### src/rtl/devstat_reg.sv
module devstat_reg #(
  parameter int ADDR_W  = 8,
  parameter int REG_OFS = 'h4A
) (
  input  logic              clk,
  input  logic              rst_n,
  input  logic [ADDR_W-1:0] cfg_addr,
  input  logic              cfg_wr,
  input  logic [1:0]        cfg_be,
  input  logic [15:0]       cfg_wdata,
  output logic [15:0]       cfg_rdata,
  input  logic [13:0]       err_evt
);
  localparam logic [ADDR_W-1:0] OFS = ADDR_W'(REG_OFS);

  logic [3:0] stat;
  logic       hit;
  logic [3:0] clr;
  logic [3:0] set;
  logic       unused_bits;

  assign hit = (cfg_addr == OFS);
  assign clr = (cfg_wr && hit && cfg_be[0]) ? cfg_wdata[3:0] : 4'b0000;

  assign set[2] = |err_evt[3:0];
  assign set[1] = |err_evt[8:4];
  assign set[0] = |err_evt[13:9];
  assign set[3] = err_evt[6];

  always_ff @(posedge clk) begin
    if (!rst_n) stat <= 4'b0000;
    else        stat <= (stat & ~clr) | set;
  end

  assign cfg_rdata   = hit ? {10'b0, 1'b0, 1'b1, stat} : 16'h0000;
  assign unused_bits = ^{cfg_wdata[15:4], cfg_be[1]};
endmodule


### config.mk
export PLATFORM = sky130hd
export DESIGN_NAME = devstat_reg
export DESIGN_NICKNAME = d
export VERILOG_FILES = /design/src/rtl/devstat_reg.sv
export SDC_FILE = /design/constraint.sdc
export NUM_CORES = 1
export LEC_CHECK = 0
export ABC_AREA = 1
export BUFFER_PORTS_ARGS = -buffer_cell sky130_fd_sc_hd__buf_2
export CAP_MARGIN = 20
export CORE_MARGIN = 2
export CORE_UTILIZATION = 23
export CTS_BUF_LIST = sky130_fd_sc_hd__clkbuf_8 sky130_fd_sc_hd__clkbuf_16
export CTS_CLUSTER_SIZE = 16
export DETAILED_ROUTE_END_ITERATION = 12
export PLACE_DENSITY = 0.81
export SYNTH_ARGS = -nofsm -noshare
export SYNTH_HDL_FRONTEND = slang
export SYNTH_SLANG_ARGS = --single-unit
### constraint.sdc
create_clock -name clk -period 0.8 [get_ports clk]
set_input_delay 0.12 -clock clk [delete_from_list [all_inputs] [get_ports clk]]
set_output_delay 0.12 -clock clk [all_outputs]
set_load 0.02 [all_outputs]
== Word-level counts from Yosys, hierarchy flattened ==
Cells that the tools add are included.

* Add/subtract/negate cells: 0
* Multiply operators: 0
* Divide/modulo/power cells: 0
* $lt $le $gt $ge: 0
* Eq/ne operators: 1
* Shift-type cells: 0
* Muxes and demuxes: 2
* Bitwise logic cells: 3
* Reductions and logical operators: 5

{| class="wikitable"
|+ Operator list
! kind !! count
|-
| 5-bit OR reduction || 2
|-
| 8-bit by 7-bit == test with 1-bit output (second input constant) || 1
|-
| 5-bit two-way mux || 1
|-
| 4-bit AND || 1
|-
| 4-bit two-way mux || 1
|-
| 4-bit inverter || 1
|-
| 4-bit OR || 1
|-
| 4-bit OR reduction || 1
|-
| 1-bit logical AND || 2
|}

* Register bits after elaboration: 4
* Bits in latches: 0
* Bits in writable memories: 0
* Memory bits (read-only): 0
* Memories: 0

== Depth between registers and ports, before layout ==
* Depth in word-level cells: 7
* Mapped depth: 7
* Gate-level depth less buffers: 7

== Least setup slack after synthesis ==
Ideal clock, no wire load.

* Path type: in2out
* Start point: input port cfg_addr[0]
* End point: output port cfg_rdata[0]
* Arrival time: 0.804 ns
* Path slack: -0.124 ns
* Cell stages on the path: 5
* Buffers on the path: 0
* Path through: nor2_1 nand2_1 nor2_4 inv_1 nor2_1

* Word-level cells in the longest chain between the ends: 2

{| class="wikitable"
|+ RTL lines
! what !! RTL line !! RTL
|-
| start, declared || 7 || <nowiki>input logic [ADDR_W-1:0] cfg_addr,</nowiki>
|-
| 8-bit by 7-bit == test with 1-bit output || 22 || <nowiki>assign hit = (cfg_addr == OFS);</nowiki>
|-
| net hit || 17 || <nowiki>logic hit;</nowiki>
|-
| 5-bit two-way mux || 35 || <nowiki>assign cfg_rdata = hit ? {10'b0, 1'b0, 1'b1, stat} : 16'h0000;</nowiki>
|-
| end, declared || 11 || <nowiki>output logic [15:0] cfg_rdata,</nowiki>
|}

The timed path passes the listed nets, and every way through them passes these cells.

== Final worst setup path ==
* Start point: input port cfg_addr[1]
* End point: output port cfg_rdata[2]

* Word-level cells in the longest chain between the ends: 2

{| class="wikitable"
|+ RTL lines
! what !! RTL line
|-
| 8-bit by 7-bit == test with 1-bit output || 22
|-
| 5-bit two-way mux || 35
|}

Every way passes these cells.

==> run metrics <==
post-synth cell types=12; flops & latches, synth=4; DPL Wire Length=slightly below 800 um; vias in the first global route=between 400 and 500; H-tree depth=1; worst IR drop on VDD=0.474 mV; Clk pwr share=50.8%; hold endpoint=stat[3]; Post-Syn Instances=56; area delta synth->final=83.6%; Reg with most FFs=stat; diode count=0; # hold bufs at CTS=0; Post-synth ARST share=0%; Ports=between 50 and 60; CTS buffer count=3; Area after DPL=between 500 and 600 sq um; largest registers=stat x4; Net Sw Frac=25.0%; clock buffer depth=2; Synth area leader=buf_4; setup ws final=-0.140 ns; EDFF count, synth=0; Clock Sinks=4; P_sw=~200 uW; initial antenna violation count=0; Fill cells=between 150 and 200; PortBufs=34; Synth area leaders=buf_4 (26%), dfxtp_1 (23%), inv_1 (11%), nand2_1 (8.6%), nor2_1 (7.5%); fin crit period=between 0.9 and 1 ns; final core occ=a little over two fifths; top post-synthesis cells by count=buf_4 (12), inv_1 (10), nand2_1 (8); GRT Residual Overflow=0; die width=43.0 um; Max Freq=1.06 GHz; CP Launch Type=input pin; Hold Crit Class=input pin to register; Final Hold Vio Count=0; fin area=around 640 sq um; Initial Utilization=a little under a quarter; Worst-path clk slew=~0.030 ns; CP Capture Type=primary output; R2R Path End=stat[2]; failing checks=negative setup slack; Synthesis Warnings=0; max reg flops=4; Total Routing Usage GR=around an eighth; sequential fraction of the synthesis area=a little under a quarter; Power Density=approximately 1300 nW/um^2; Req. time, crit path=0.68 ns; vias=437; Fin Setup TNS=-0.721 ns; leakage=0.000352 uW; Synth top area share=25.7%; Clk Latency, worst-skew pair=approximately 0.21 ns; routability cong.=approximately 0.7; R2R Path Start=stat[2]; Comb pwr share=a little over a fifth; core area=approximately 1500 sq um; RSZ-0062 raised after global routing=true; Hold Path Cell Cnt=3; mapped cell area=about 350 sq um; Routed WL per cell=roughly 9.0 um; initial DRC count=2; CTS tree=yes; Final Max Slew Viols=0; Post-route DRC=0; Final nets=139; largest net degree at the start of global routing=5; status=complete, but fails checks; worst path cell trace=buf_6, inv_2, nor2_2, nand2_2, nor2_4, inv_4, nor2_4, buf_6; first-pass GRT wire length=1.64 mm; TritonRoute pass-1 iters=2; clk root buf=clkbuf_8; DRT Wirelength=approximately 990 um; Syn Area/Cell=6.26 sq um; Worst EP arrival=between 0.8 and 0.9 ns; setup violators final=9; most common cell in the netlist=buf_4; die area=approximately 1900 sq um; crit share post-route=118%; dpl cells=around 110; post-route ant nets=0; Cell Int Power=around 610 uW; Crit Path Category=input pin to primary output; maxcap violations=0; share of cells above drive strength 1=between 50% and 60%; top_reg_cell synth=dfxtp_1; reg2reg setup slack=0.24 ns; Sequential Power Share=between 20% and 30%; number of core rows=14; r2r worst-path depth=2; non-filler cells, final=110; worst-path maximum fanout=4; hold_sp=err_evt[6]; die height=43.0 um; Clock Skew=0 ns; vias per cell=about 4.0; Slowest-stage cell, CP=nor2_4; Worst path max stage delay=between 0.1 and 0.15 ns
## kinds of logic (layout without fill, tap and decap cells)
family	count (synthesis)	in the layout	share of synthesized area (%)
and+or+nand+nor	25	25	33.9
buffers and inverters	22	50	36.4
AOI/OAI and AO/OA	4	4	5.71
DFF	4	4	22.9
other	1	11	1.07
## per-stage QoR
step | hold WS [ns] | setup WS, ns | power, uW
after detailed placement | 0.380 | -0.207 | 381
after global placement | 0.378 | -0.191 | 376
after CTS | 0.153 | -0.150 | 821
final | 0.156 | -0.140 | 817
after global routing | 0.177 | -0.184 | 866
after floorplan | 0.254 | -0.0342 | 346
## worst max path at each step
stage	from	endpoint	slack, ns	cells past startpoint
floorplan	cfg_addr[0]	cfg_rdata[0]	-0.03	5
global placement	cfg_addr[0]	cfg_rdata[1]	-0.19	7
detailed placement	cfg_addr[7]	cfg_rdata[1]	-0.21	7
CTS	cfg_addr[1]	cfg_rdata[2]	-0.15	8
global route	cfg_addr[1]	cfg_rdata[2]	-0.18	8
finish	cfg_addr[1]	cfg_rdata[2]	-0.14	8
## timing repair
| action | CTS | global route |
|---|---|---|
| endpoints found under the setup margin | 5 | 9 |
| pin swaps | 6 | 0 |
| resized for setup | 25 | 0 |
| setup buffers | 1 | 0 |
## cells in the final DEF, fill, tap and decap left out
cell / instances
a21oi_1: 4
buf_2: 27
buf_4: 4
buf_6: 6
clkbuf_8: 3
conb_1: 11
dfxtp_1: 1
dfxtp_2: 3
inv_1: 6
inv_2: 3
inv_4: 1
nand2_1: 7
nand2_2: 1
nand3_1: 4
nor2_2: 2
nor2_4: 6
nor3_1: 2
nor3b_1: 2
nor4_1: 1
## critical path: cells and delay by family
kind | cells | cell delay, ns
buf+inv | 4 | 0.29
simple gates | 4 | 0.41
## layout make-up
| class | instances | area (sq um) | share of cell area, % |
|---|---|---|---|
| timing repair buffer | 37 | 233 | 36.2 |
| clock buffer | 3 | 41.3 | 6.42 |
| multi-input combinational | 40 | 225 | 35.0 |
| sequential | 4 | 83.8 | 13.0 |
| inverter | 10 | 40.0 | 6.23 |
| tap | 16 | 20.0 | 3.11 |
## per-layer routing
layer	wire, um	GRT usage, %
met1	293	8.25
met2	578	25.8
met3	118	5.53
met4	0	3.64
met5	0	0
## power by group through the flow
stage / Clock (uW) / Sequential (uW) / Combinational, uW
floorplan: 0 / 221 / 126
global placement: 0 / 221 / 154
detailed placement: 0 / 222 / 159
CTS: 420 / 222 / 179
global route: 444 / 223 / 199
finish: 415 / 222 / 180
Note: power is estimated with default switching activity, not from simulation.
